### src/rtl/dct_pkg.sv
package dct_pkg;

  typedef enum logic [1:0] {
    PIN_KEEP   = 2'd0,
    PIN_TOGGLE = 2'd1,
    PIN_LOW    = 2'd2,
    PIN_HIGH   = 2'd3
  } pin_act_e;

  localparam int unsigned NUM_CH = 2;

  // Pin action for counting (non-PWM) operation, selected by output mode.
  function automatic pin_act_e plain_action(input logic [1:0] mode);
    pin_act_e a;
    case (mode)
      2'd1:    a = PIN_TOGGLE;
      2'd2:    a = PIN_LOW;
      2'd3:    a = PIN_HIGH;
      default: a = PIN_KEEP;
    endcase
    return a;
  endfunction

  // Pin action for up/down PWM operation, depending on direction after the step.
  function automatic pin_act_e pwm_action(input logic [1:0] mode, input logic going_up);
    pin_act_e a;
    case (mode)
      2'd1:    a = PIN_TOGGLE;
      2'd2:    a = going_up ? PIN_LOW : PIN_HIGH;
      2'd3:    a = going_up ? PIN_HIGH : PIN_LOW;
      default: a = PIN_KEEP;
    endcase
    return a;
  endfunction

endpackage

### src/rtl/dct_counter.sv
module dct_counter #(
  parameter int unsigned W = 8
) (
  input  logic         clk,
  input  logic         rst_n,
  input  logic         tick_i,
  input  logic         load_i,
  input  logic [W-1:0] load_val_i,
  input  logic [W-1:0] top_i,
  input  logic         updown_i,
  output logic [W-1:0] cnt_o,
  output logic [W-1:0] nxt_o,
  output logic         nxt_up_o,
  output logic         fire_o,
  output logic         ovf_o
);

  logic [W-1:0] cnt_q;
  logic         up_q;
  logic [W:0]   inc;
  logic         wrap;
  logic         past_valid;

  assign inc    = {1'b0, cnt_q} + 1'b1;
  assign fire_o = tick_i & ~load_i;

  always_comb begin
    nxt_o    = cnt_q;
    nxt_up_o = up_q;
    wrap     = 1'b0;
    if (updown_i) begin
      if (up_q) begin
        if (inc >= {1'b0, top_i}) begin
          nxt_o    = top_i;
          nxt_up_o = 1'b0;
        end else begin
          nxt_o = inc[W-1:0];
        end
      end else begin
        if (cnt_q <= W'(1)) begin
          nxt_o    = '0;
          nxt_up_o = 1'b1;
          wrap     = 1'b1;
        end else begin
          nxt_o = cnt_q - 1'b1;
        end
      end
    end else begin
      nxt_up_o = 1'b1;
      if (cnt_q >= top_i) begin
        nxt_o = '0;
        wrap  = 1'b1;
      end else begin
        nxt_o = inc[W-1:0];
      end
    end
  end

  always_ff @(posedge clk or negedge rst_n) begin
    if (!rst_n) begin
      cnt_q      <= '0;
      up_q       <= 1'b1;
      ovf_o      <= 1'b0;
      past_valid <= 1'b0;
    end else begin
      past_valid <= 1'b1;
      ovf_o      <= fire_o & wrap;
      if (load_i) begin
        cnt_q <= load_val_i;
        up_q  <= 1'b1;
      end else if (tick_i) begin
        cnt_q <= nxt_o;
        up_q  <= nxt_up_o;
      end
    end
  end

  assign cnt_o = cnt_q;

  // an overflow pulse always coincides with a count of zero
  p_ovf_zero_r3: assert property (@(posedge clk) disable iff (!rst_n)
    ovf_o |-> (cnt_o == '0));

  // a load shows up verbatim on the next cycle
  p_load_r9: assert property (@(posedge clk) disable iff (!rst_n)
    past_valid && $past(load_i) |-> (cnt_o == $past(load_val_i)));

  // without tick or load, the count holds
  p_idle_hold_r2: assert property (@(posedge clk) disable iff (!rst_n)
    past_valid && !$past(tick_i) && !$past(load_i) |-> $stable(cnt_o));

endmodule

### src/rtl/dct_channel.sv
module dct_channel #(
  parameter int unsigned W = 8
) (
  input  logic         clk,
  input  logic         rst_n,
  input  logic         fire_i,
  input  logic [W-1:0] nxt_i,
  input  logic         nxt_up_i,
  input  logic [W-1:0] cmp_i,
  input  logic [1:0]   mode_i,
  input  logic         updown_i,
  input  logic         own_pwm_i,
  input  logic         force_i,
  output logic         flag_o,
  output logic         pin_o,
  output logic         drive_o
);
  import dct_pkg::*;

  logic     hit;
  logic     force_ok;
  pin_act_e act;
  logic     pin_q;
  logic     past_valid;

  assign hit      = fire_i && (nxt_i == cmp_i);
  assign force_ok = force_i && !own_pwm_i && (mode_i != 2'd0);

  always_comb begin
    act = PIN_KEEP;
    if (hit) begin
      if (updown_i)        act = pwm_action(mode_i, nxt_up_i);
      else if (!own_pwm_i) act = plain_action(mode_i);
    end
    if (force_ok) act = plain_action(mode_i);
  end

  always_ff @(posedge clk or negedge rst_n) begin
    if (!rst_n) begin
      pin_q      <= 1'b0;
      flag_o     <= 1'b0;
      past_valid <= 1'b0;
    end else begin
      past_valid <= 1'b1;
      flag_o     <= hit;
      case (act)
        PIN_TOGGLE: pin_q <= ~pin_q;
        PIN_LOW:    pin_q <= 1'b0;
        PIN_HIGH:   pin_q <= 1'b1;
        default:    pin_q <= pin_q;
      endcase
    end
  end

  assign pin_o   = pin_q;
  assign drive_o = (mode_i != 2'd0);

  // pin moves only after a match or force
  p_pin_hold_r5: assert property (@(posedge clk) disable iff (!rst_n)
    past_valid && !$past(hit) && !$past(force_i) |-> $stable(pin_o));

  // a match pulse needs a counting step the cycle before
  p_flag_step_r4: assert property (@(posedge clk) disable iff (!rst_n)
    flag_o |-> (past_valid && $past(fire_i)));

endmodule

### src/rtl/dual_cmp_timer.sv
module dual_cmp_timer #(
  parameter int unsigned W = 8
) (
  input  logic         clk,
  input  logic         rst_n,
  input  logic         tick_i,
  input  logic [W-1:0] wr_data_i,
  input  logic         cnt_we_i,
  input  logic         cmp_a_we_i,
  input  logic         cmp_b_we_i,
  input  logic         cmp_c_we_i,
  input  logic         cfg_we_i,
  input  logic         cfg_ctc_i,
  input  logic         cfg_pwm_a_i,
  input  logic         cfg_pwm_b_i,
  input  logic [1:0]   cfg_mode_a_i,
  input  logic [1:0]   cfg_mode_b_i,
  input  logic         force_a_i,
  input  logic         force_b_i,
  output logic [W-1:0] count_o,
  output logic         pin_a_o,
  output logic         pin_b_o,
  output logic         drive_a_o,
  output logic         drive_b_o,
  output logic         ovf_o,
  output logic         match_a_o,
  output logic         match_b_o
);
  import dct_pkg::*;

  localparam int unsigned NCMP = NUM_CH + 1;

  logic [W-1:0] cmp_q [NCMP];
  logic [NCMP-1:0] cmp_we;
  logic         ctc_q;
  logic [NUM_CH-1:0] pwm_q;
  logic [1:0]   mode_q [NUM_CH];
  logic [1:0]   mode_in [NUM_CH];
  logic [NUM_CH-1:0] pwm_in;
  logic [NUM_CH-1:0] force_v, flag_v, pin_v, drive_v;

  logic [W-1:0] top;
  logic         updown;
  logic [W-1:0] nxt;
  logic         nxt_up;
  logic         fire;
  logic         past_valid;

  assign cmp_we     = {cmp_c_we_i, cmp_b_we_i, cmp_a_we_i};
  assign force_v    = {force_b_i, force_a_i};
  assign pwm_in     = {cfg_pwm_b_i, cfg_pwm_a_i};
  assign mode_in[0] = cfg_mode_a_i;
  assign mode_in[1] = cfg_mode_b_i;

  for (genvar r = 0; r < NCMP; r++) begin : g_cmp
    always_ff @(posedge clk or negedge rst_n) begin
      if (!rst_n)         cmp_q[r] <= '0;
      else if (cmp_we[r]) cmp_q[r] <= wr_data_i;
    end
  end

  always_ff @(posedge clk or negedge rst_n) begin
    if (!rst_n) begin
      ctc_q      <= 1'b0;
      pwm_q      <= '0;
      past_valid <= 1'b0;
    end else begin
      past_valid <= 1'b1;
      if (cfg_we_i) begin
        ctc_q <= cfg_ctc_i;
        pwm_q <= pwm_in;
      end
    end
  end

  assign top    = (ctc_q || (|pwm_q)) ? cmp_q[NCMP-1] : '1;
  assign updown = (|pwm_q) && !ctc_q;

  dct_counter #(.W(W)) u_counter (
    .clk        (clk),
    .rst_n      (rst_n),
    .tick_i     (tick_i),
    .load_i     (cnt_we_i),
    .load_val_i (wr_data_i),
    .top_i      (top),
    .updown_i   (updown),
    .cnt_o      (count_o),
    .nxt_o      (nxt),
    .nxt_up_o   (nxt_up),
    .fire_o     (fire),
    .ovf_o      (ovf_o)
  );

  for (genvar c = 0; c < NUM_CH; c++) begin : g_ch
    always_ff @(posedge clk or negedge rst_n) begin
      if (!rst_n)        mode_q[c] <= 2'd0;
      else if (cfg_we_i) mode_q[c] <= mode_in[c];
    end

    dct_channel #(.W(W)) u_ch (
      .clk       (clk),
      .rst_n     (rst_n),
      .fire_i    (fire),
      .nxt_i     (nxt),
      .nxt_up_i  (nxt_up),
      .cmp_i     (cmp_q[c]),
      .mode_i    (mode_q[c]),
      .updown_i  (updown),
      .own_pwm_i (pwm_q[c]),
      .force_i   (force_v[c]),
      .flag_o    (flag_v[c]),
      .pin_o     (pin_v[c]),
      .drive_o   (drive_v[c])
    );

    // a match pulse shows the count equal to its (unchanged) compare register
    p_match_eq_r4: assert property (@(posedge clk) disable iff (!rst_n)
      past_valid && flag_v[c] && !$past(cmp_we[c]) |-> (count_o == cmp_q[c]));
  end

  assign match_a_o = flag_v[0];
  assign match_b_o = flag_v[1];
  assign pin_a_o   = pin_v[0];
  assign pin_b_o   = pin_v[1];
  assign drive_a_o = drive_v[0];
  assign drive_b_o = drive_v[1];

endmodule

### config.mk
export PLATFORM = sky130hd
export DESIGN_NAME = dual_cmp_timer
export DESIGN_NICKNAME = d
export VERILOG_FILES = /design/src/rtl/dct_pkg.sv /design/src/rtl/dct_counter.sv /design/src/rtl/dct_channel.sv /design/src/rtl/dual_cmp_timer.sv
export SDC_FILE = /design/constraint.sdc
export NUM_CORES = 1
export LEC_CHECK = 0
export BUFFER_PORTS_ARGS = -buffer_cell sky130_fd_sc_hd__buf_2
export CAP_MARGIN = 10
export CORE_UTILIZATION = 59
export DETAILED_ROUTE_END_ITERATION = 16
export GPL_ROUTABILITY_DRIVEN = 0
export GPL_TIMING_DRIVEN = 0
export MAX_ROUTING_LAYER = met4
export PLACE_DENSITY = 0.79
export SETUP_SLACK_MARGIN = 0.3
export SYNTH_ARGS = -nofsm -noshare
export SYNTH_HDL_FRONTEND = slang
export SYNTH_SLANG_ARGS = --single-unit
### constraint.sdc
create_clock -name clk -period 5.4 [get_ports clk]
set_clock_uncertainty 0.15 [all_clocks]
set_input_delay 1.08 -clock clk [delete_from_list [all_inputs] [get_ports clk]]
set_output_delay 1.08 -clock clk [all_outputs]
set_load 0.05 [all_outputs]
==> flow_summary.ini, run 1 <==
[status]
outcome = finished clean

[synth]
synth.yosys.seq_area_share_pct = 32.9
syn_area_um2 = 3430
yosysWarningCount = 0
syn_nets = 411
synth_edf_count = 0
netlist_instances = 369
ys_ff_latch = 45
ys_async_sr_fraction_pct = 100
avgSynthCellArea_um2 = 9.29
ys.flop_type = dfrtp_1
synth_cell_type_count = 73

[global_route]
grt_pass1_wl_mm = 15.3
grt.met3_usage_pct = 7.91
globalRouteOverflowTotal = 0
grt_max_degree = 46
antenna_found_initial = 0
busiest_layer = met2
use_met1_pct = 44.5
use_met2_pct = 49.5
grt_usage_pct = 33.9
grt_pass1_vias = 3042

[floorplan]
core_um2 = 5540
dieArea_um2 = 6120
initial_core_util_pct = 61.9
top_level_ports = 40
rows = 27
die_w_um = 78.2
die_y_um = 78.2

[cts]
cts_buffer_depth = 2
postCtsSetupBuffers = 0
cts_tree = yes
numClockSinks = 45
htree_levels = 2
clock_latency_ns = 0.30
path_clk_slew_ns = 0.09
cts_buffers = 5
cts-root-buf = clkbuf_8

[sta]
worst_slew_pin_slew_ns = 1.10
finalSetupViolations = 0
slew_violations = 0
finalCritPeriodShare_pct = 90.0
period_minus_slack_ns = 4.86
grt_setup_unrepaired = false
max_slew_margin_pct = 25.9
setup_tns_ns = 0
max_freq_mhz = 206
hold_viol_final = 0

[setup_path]
criticalPathCategory = flip-flop to flip-flop
path_buf_inv = 0
crit_path_start_kind = flip-flop
crit_fanout = 8
cp-end-kind = flip-flop
crit_chain = nor3_1 -> nor2_1 -> ha_1 -> a211oi_1 -> nand3_1 -> o21a_1 -> xor2_1 -> o221ai_1 -> nand4b_1 -> nor4_4 -> o2bb2ai_1
arrival_ns = 4.95
cp.depth = 11
cp_top_family = simple AND/OR/NAND/NOR gates
crit_slowest_cell = nor3_1
max_stage_delay_ns = 0.91
rr_worst_depth = 11
critPathRequiredTime_ns = 5.49

[power_and_ir_drop]
seqPwrFrac_pct = 32.8
switching_share_pct = 43.2
power_leakage_nw = 1.65
comb_power_share_pct = 47.0
p_int_mw = 0.730
vdd_ir_drop_max_mv = 0.230
p_clk_share_pct = 20.2
p_switching_mw = 0.556
power_density_nw_per_um2 = 338
total_power_mw = 1.29

[min_path]
min_path_type = flip-flop to flip-flop
whs_path_depth = 1

[drt]
drc = 0
dr_total_vias = 3299
drtIter0Drc = 424
first_pass_iters = 6
detail-route-antenna-nets = 0
wirelength_mm = 9.61
wl_per_cell_um = 19.9
avgViaCountPerCell = 6.82

[cells_and_area]
drive_gt1_share_pct = 23.3
syn_to_final_growth_pct = 11.2
nets = 453
fin_util_pct = 68.8
antennaDiodeCount = 0

[placement]
dpl.hpwl_mm = 7.16
numPortBuffers = 35

[flow_run]
cap_violations = 0
-- metal layers --
| layer | wire length [µm] | vias to the layer above | share of wire (%) |
|---|---|---|---|
| li1 | - | 1484 | - |
| met1 | 4080 | 1569 | 42 |
| met2 | 4220 | 190 | 44 |
| met3 | 854 | 56 | 8.9 |
| met4 | 459 | 0 | 4.8 |
| met5 | 0 | - | 0 |
-- registers in the layout, indices dropped and copies added (netlist names) --
signal            flops
mode_q                4
pwm_q                 2
u_counter.ovf_o       1
ctc_q                 1
u_counter.up_q        1
g_ch.u_ch.flag_o      2
g_ch.u_ch.pin_o       2
cmp_q                24
u_counter.cnt_o       8
-- cell usage in the layout, fill, tap and decap left out, types with 10 or more instances in the layout --
| cell | instances |
|---|---|
| a21oi_1 | 12 |
| buf_2 | 38 |
| clkbuf_1 | 10 |
| dfrtp_1 | 44 |
| ha_1 | 17 |
| inv_1 | 15 |
| mux2_2 | 26 |
| nand2_1 | 34 |
| nand3_1 | 11 |
| nor2_1 | 21 |
| nor3_1 | 10 |
| o211ai_1 | 16 |
| o21ai_0 | 23 |
| xnor2_1 | 12 |
-- cells by family after synthesis --
kind of cell | Yosys count | synth area share, %
flip-flops | 45 | 32.9
XOR/XNOR | 19 | 4.85
buffers and inverters | 29 | 3.72
adder cells (fa/ha/maj) | 17 | 6.20
multiplexers | 32 | 10.3
AO/OA/AOI/OAI | 102 | 22.2
AND/OR/NAND/NOR | 125 | 19.9
-- through the flow --
stage	area [µm²]	setup WS [ns]	hold WS, ns	instances
final	3810	0.540	0.380	484
after global routing	3810	0.348	0.409	484
after CTS	3800	0.584	0.384	484
after detailed placement	3690	0.600	0.363	476
after global placement	3690	0.679	0.350	476
after floorplan	3430	1.08	0.331	369
-- path summary, 6_finish.rpt --
path	start	to	slack (ns)
min in group asynchronous	rst_n	cmp_q[18]$_DFFE_PN0P_	0.79
setup / recovery	ctc_q$_DFFE_PN0P_	g_ch[0].u_ch.pin_o$_DFFE_PN0P_	0.54
hold / removal	cmp_q[4]$_DFFE_PN0P_	cmp_q[4]$_DFFE_PN0P_	0.38
max in group asynchronous	rst_n	g_ch[0].u_ch.pin_o$_DFFE_PN0P_	3.69
setup reg to reg	ctc_q$_DFFE_PN0P_	g_ch[0].u_ch.pin_o$_DFFE_PN0P_	0.54
hold reg to reg	cmp_q[4]$_DFFE_PN0P_	cmp_q[4]$_DFFE_PN0P_	0.38
-- power groups by stage --
| stage | Sequential, mW | Clock, mW | Combinational [mW] |
|---|---|---|---|
| 3_3_place_gp | 0.424 | 0 | 0.566 |
| 3_5_place_dp | 0.427 | 0 | 0.581 |
| 6_report | 0.421 | 0.260 | 0.605 |
| 5_1_grt | 0.426 | 0.272 | 0.652 |
| 2_1_floorplan | 0.469 | 0 | 0.387 |
| 4_1_cts | 0.420 | 0.261 | 0.587 |
-- Yosys cell counts (all sizes together), types with 2 or more instances --
cell     count  area share, %
dfrtp       44             32
nand2       34            3.7
mux2        26            8.5
o21ai       25            3.6
nor2        21            2.3
ha          17            6.2
o211ai      16            3.5
inv         15            1.6
a21oi       12            1.8
xnor2       12            3.1
nand3       11            1.6
nor3        11            1.8
clkbuf       9           0.99
nand4        7            1.3
xor2         7            1.8
and3         6            1.1
mux2i        6            1.8
nor4         6            1.7
and2         5           0.91
buf          5            1.1
or2          5           0.91
a21o         4            1.1
and4         4            1.1
o221ai       4            1.0
a211oi       3           0.66
nor2b        3           0.55
o21a         3           0.88
o22ai        3           0.55
o31ai        3           0.66
or3          3           0.73
a21boi       2           0.44
a311o        2           0.58
a32oi        2           0.51
a41oi        2           0.51
nand2b       2           0.36
o2111ai      2           0.51
or4          2           0.55
-- cell type report --
cell class | instances | area, µm²
Buffer | 14 | 71.3
Clock buffer | 6 | 72.6
Clock inverter | 2 | 38.8
Fill cell | 470 | 1730
Inverter | 15 | 56.3
Multi-Input combinational cell | 295 | 2180
Sequential cell | 45 | 1130
Tap cell | 72 | 90.1
Timing Repair Buffer | 35 | 175
-- timing repair --
action | CTS | global route
gates resized for setup | 0 | 1
hold buffers | 0 | 0
setup endpoints to repair | 0 | 3
(Power assumes the default switching activity.)
==> run 2, diff against run 1 <==
--- a/config.mk
+++ b/config.mk
@@ -11,7 +11,6 @@
 export DETAILED_ROUTE_END_ITERATION = 16
 export GPL_ROUTABILITY_DRIVEN = 0
 export GPL_TIMING_DRIVEN = 0
-export MAX_ROUTING_LAYER = met4
 export PLACE_DENSITY = 0.79
 export SETUP_SLACK_MARGIN = 0.3
 export SYNTH_ARGS = -nofsm -noshare
==> flow_summary.ini, run 2 (synthesized netlist as in run 1, its figures left out) <==
[cts]
cts_resized = 0
cts-root-buf = clkbuf_8
postCtsSetupBuffers = 0
numClockSinks = 45
clock_latency_ns = 0.30
cts_tree = yes
hold_buffers = 0
cts_buffer_depth = 2
cts_buffers = 5
path_clk_slew_ns = 0.09
htree_levels = 2

[flow_run]
cap_violations = 0

[cells_and_area]
syn_to_final_growth_pct = 11.2
final_common_cell = dfrtp_1
layout_common_cells = 44 x dfrtp_1, 38 x buf_2, 34 x nand2_1
fill_cells = 470
fin_area_um2 = 3810
antennaDiodeCount = 0
nets = 453
largest_register_ff_count = 24
drive_gt1_share_pct = 23.3
max_flop_register = cmp_q

[power_and_ir_drop]
seqPwrFrac_pct = 32.8
p_clk_share_pct = 20.2
power_leakage_nw = 1.65
switching_share_pct = 43.3
power_density_nw_per_um2 = 338
p_switching_mw = 0.556
total_power_mw = 1.29
comb_power_share_pct = 47.1
p_int_mw = 0.730
vdd_ir_drop_max_mv = 0.231

[sta]
max_slew_margin_pct = 27.9
slew_violations = 0
setup_tns_ns = 0
worst_slew_pin_slew_ns = 1.07
grt_setup_unrepaired = false
max_freq_mhz = 206
hold_viol_final = 0
period_minus_slack_ns = 4.85
finalCritPeriodShare_pct = 89.8
finalSetupViolations = 0

[drt]
drtIter0Drc = 441
wl_per_cell_um = 19.9
drc = 0
first_pass_iters = 6
detail-route-antenna-nets = 0
dr_total_vias = 3233
avgViaCountPerCell = 6.68
wirelength_mm = 9.64

[setup_path]
critPathRequiredTime_ns = 5.48
max_stage_delay_ns = 0.89
critPathLaunch = ctc_q$_DFFE_PN0P_
cp.depth = 13
rr_worst_depth = 13
criticalPathCategory = flip-flop to flip-flop
crit_path_start_kind = flip-flop
reg2reg_setup_slack_ns = 0.55
rr_startpoint = ctc_q$_DFFE_PN0P_
rr_endpoint = g_ch[1].u_ch.pin_o$_DFFE_PN0P_
arrival_ns = 4.93
crit_path_end = g_ch[1].u_ch.pin_o$_DFFE_PN0P_
crit_chain = nor3_1 -> nor2_1 -> ha_1 -> and2_1 -> a221oi_2 -> nand4_1 -> o211ai_1 -> o221ai_1 -> xnor2_1 -> o2111ai_1 -> nor3_2 -> o21ai_1 -> a2bb2oi_1
path_buf_inv = 0
crit_fanout = 7
cp-end-kind = flip-flop
cp_top_family = simple AND/OR/NAND/NOR gates
crit_slowest_cell = nor3_1

[min_path]
whs_path_depth = 1
min_path_type = flip-flop to flip-flop

[status]
outcome = finished clean

[floorplan]
die_y_um = 78.2
top_level_ports = 40
initial_core_util_pct = 61.9
die_w_um = 78.2
rows = 27
dieArea_um2 = 6120
core_um2 = 5540

[global_route]
grt_pass1_vias = 3038
grt_pass1_wl_mm = 15.4
grt_usage_pct = 33.0
grt.met3_usage_pct = 7.91
antenna_found_initial = 0
grt_max_degree = 46
use_met1_pct = 44.5
busiest_layer = met2
use_met2_pct = 49.6
globalRouteOverflowTotal = 0

[placement]
numPortBuffers = 35
placed_area_um2 = 3690
dpl.hpwl_mm = 7.16
run 2: cell counts in the layout (fill, tap and decap cells not counted):
Identical to the previous run, type by type.
run 2: worst reg2reg max path, stage by stage (launching register included):
cell and delay (ns):
dfrtp_1 0.45, nor3_1 0.89, nor2_1 0.17, ha_1 0.38, and2_1 0.19, a221oi_2 0.41
nand4_1 0.29, o211ai_1 0.47, o221ai_1 0.33, xnor2_1 0.24, o2111ai_1 0.21, nor3_2 0.31
o21ai_1 0.12, a2bb2oi_1 0.17
run 2: cell type report:
cell class              count  area, µm²  share of cell area (%)
inverters                  15       56.3                    1.48
multi-input cells         295       2180                    57.2
plain buffers              14       71.3                    1.87
flip-flops and latches     45       1130                    29.6
clock inverters             2       38.8                    1.02
well taps                  72       90.1                    2.36
repair buffers             35        175                    4.60
clock buffers               6       72.6                    1.90
run 2: routing by layer:
metal,up-vias,wire [µm],share of wire (%)
met5,-,0,0
met4,0,427,4.4
met3,45,875,9.1
met2,185,4250,44
met1,1525,4080,42
li1,1478,-,-
run 2: worst min-delay path by stage:
| stage | start | to | slack (ns) |
|---|---|---|---|
| floorplan | cmp_q[4]$_DFFE_PN0P_ | cmp_q[4]$_DFFE_PN0P_ | 0.33 |
| global placement | cmp_q[4]$_DFFE_PN0P_ | cmp_q[4]$_DFFE_PN0P_ | 0.35 |
| detailed placement | cmp_q[4]$_DFFE_PN0P_ | cmp_q[4]$_DFFE_PN0P_ | 0.36 |
| CTS | cmp_q[4]$_DFFE_PN0P_ | cmp_q[4]$_DFFE_PN0P_ | 0.38 |
| global route | cmp_q[11]$_DFFE_PN0P_ | cmp_q[11]$_DFFE_PN0P_ | 0.41 |
| finish | cmp_q[4]$_DFFE_PN0P_ | cmp_q[4]$_DFFE_PN0P_ | 0.38 |
run 2: stage by stage:
step / util (%) / cells / worst slack [ns] / hold WS (ns)
after floorplan: - / 369 / 1.08 / 0.331
after global placement: 66.7 / 476 / 0.679 / 0.350
after detailed placement: 66.7 / 476 / 0.600 / 0.363
after CTS: 68.7 / 484 / 0.584 / 0.384
after global routing: 68.8 / 484 / 0.348 / 0.409
final: 68.8 / 484 / 0.550 / 0.379
run 2: power by group through the flow:
stage / sequential [mW] / combinational, mW / clock (mW)
finish: 0.422 / 0.606 / 0.259
global route: 0.426 / 0.652 / 0.272
CTS: 0.420 / 0.587 / 0.261
detailed placement: 0.427 / 0.581 / 0
global placement: 0.424 / 0.566 / 0
floorplan: 0.469 / 0.387 / 0
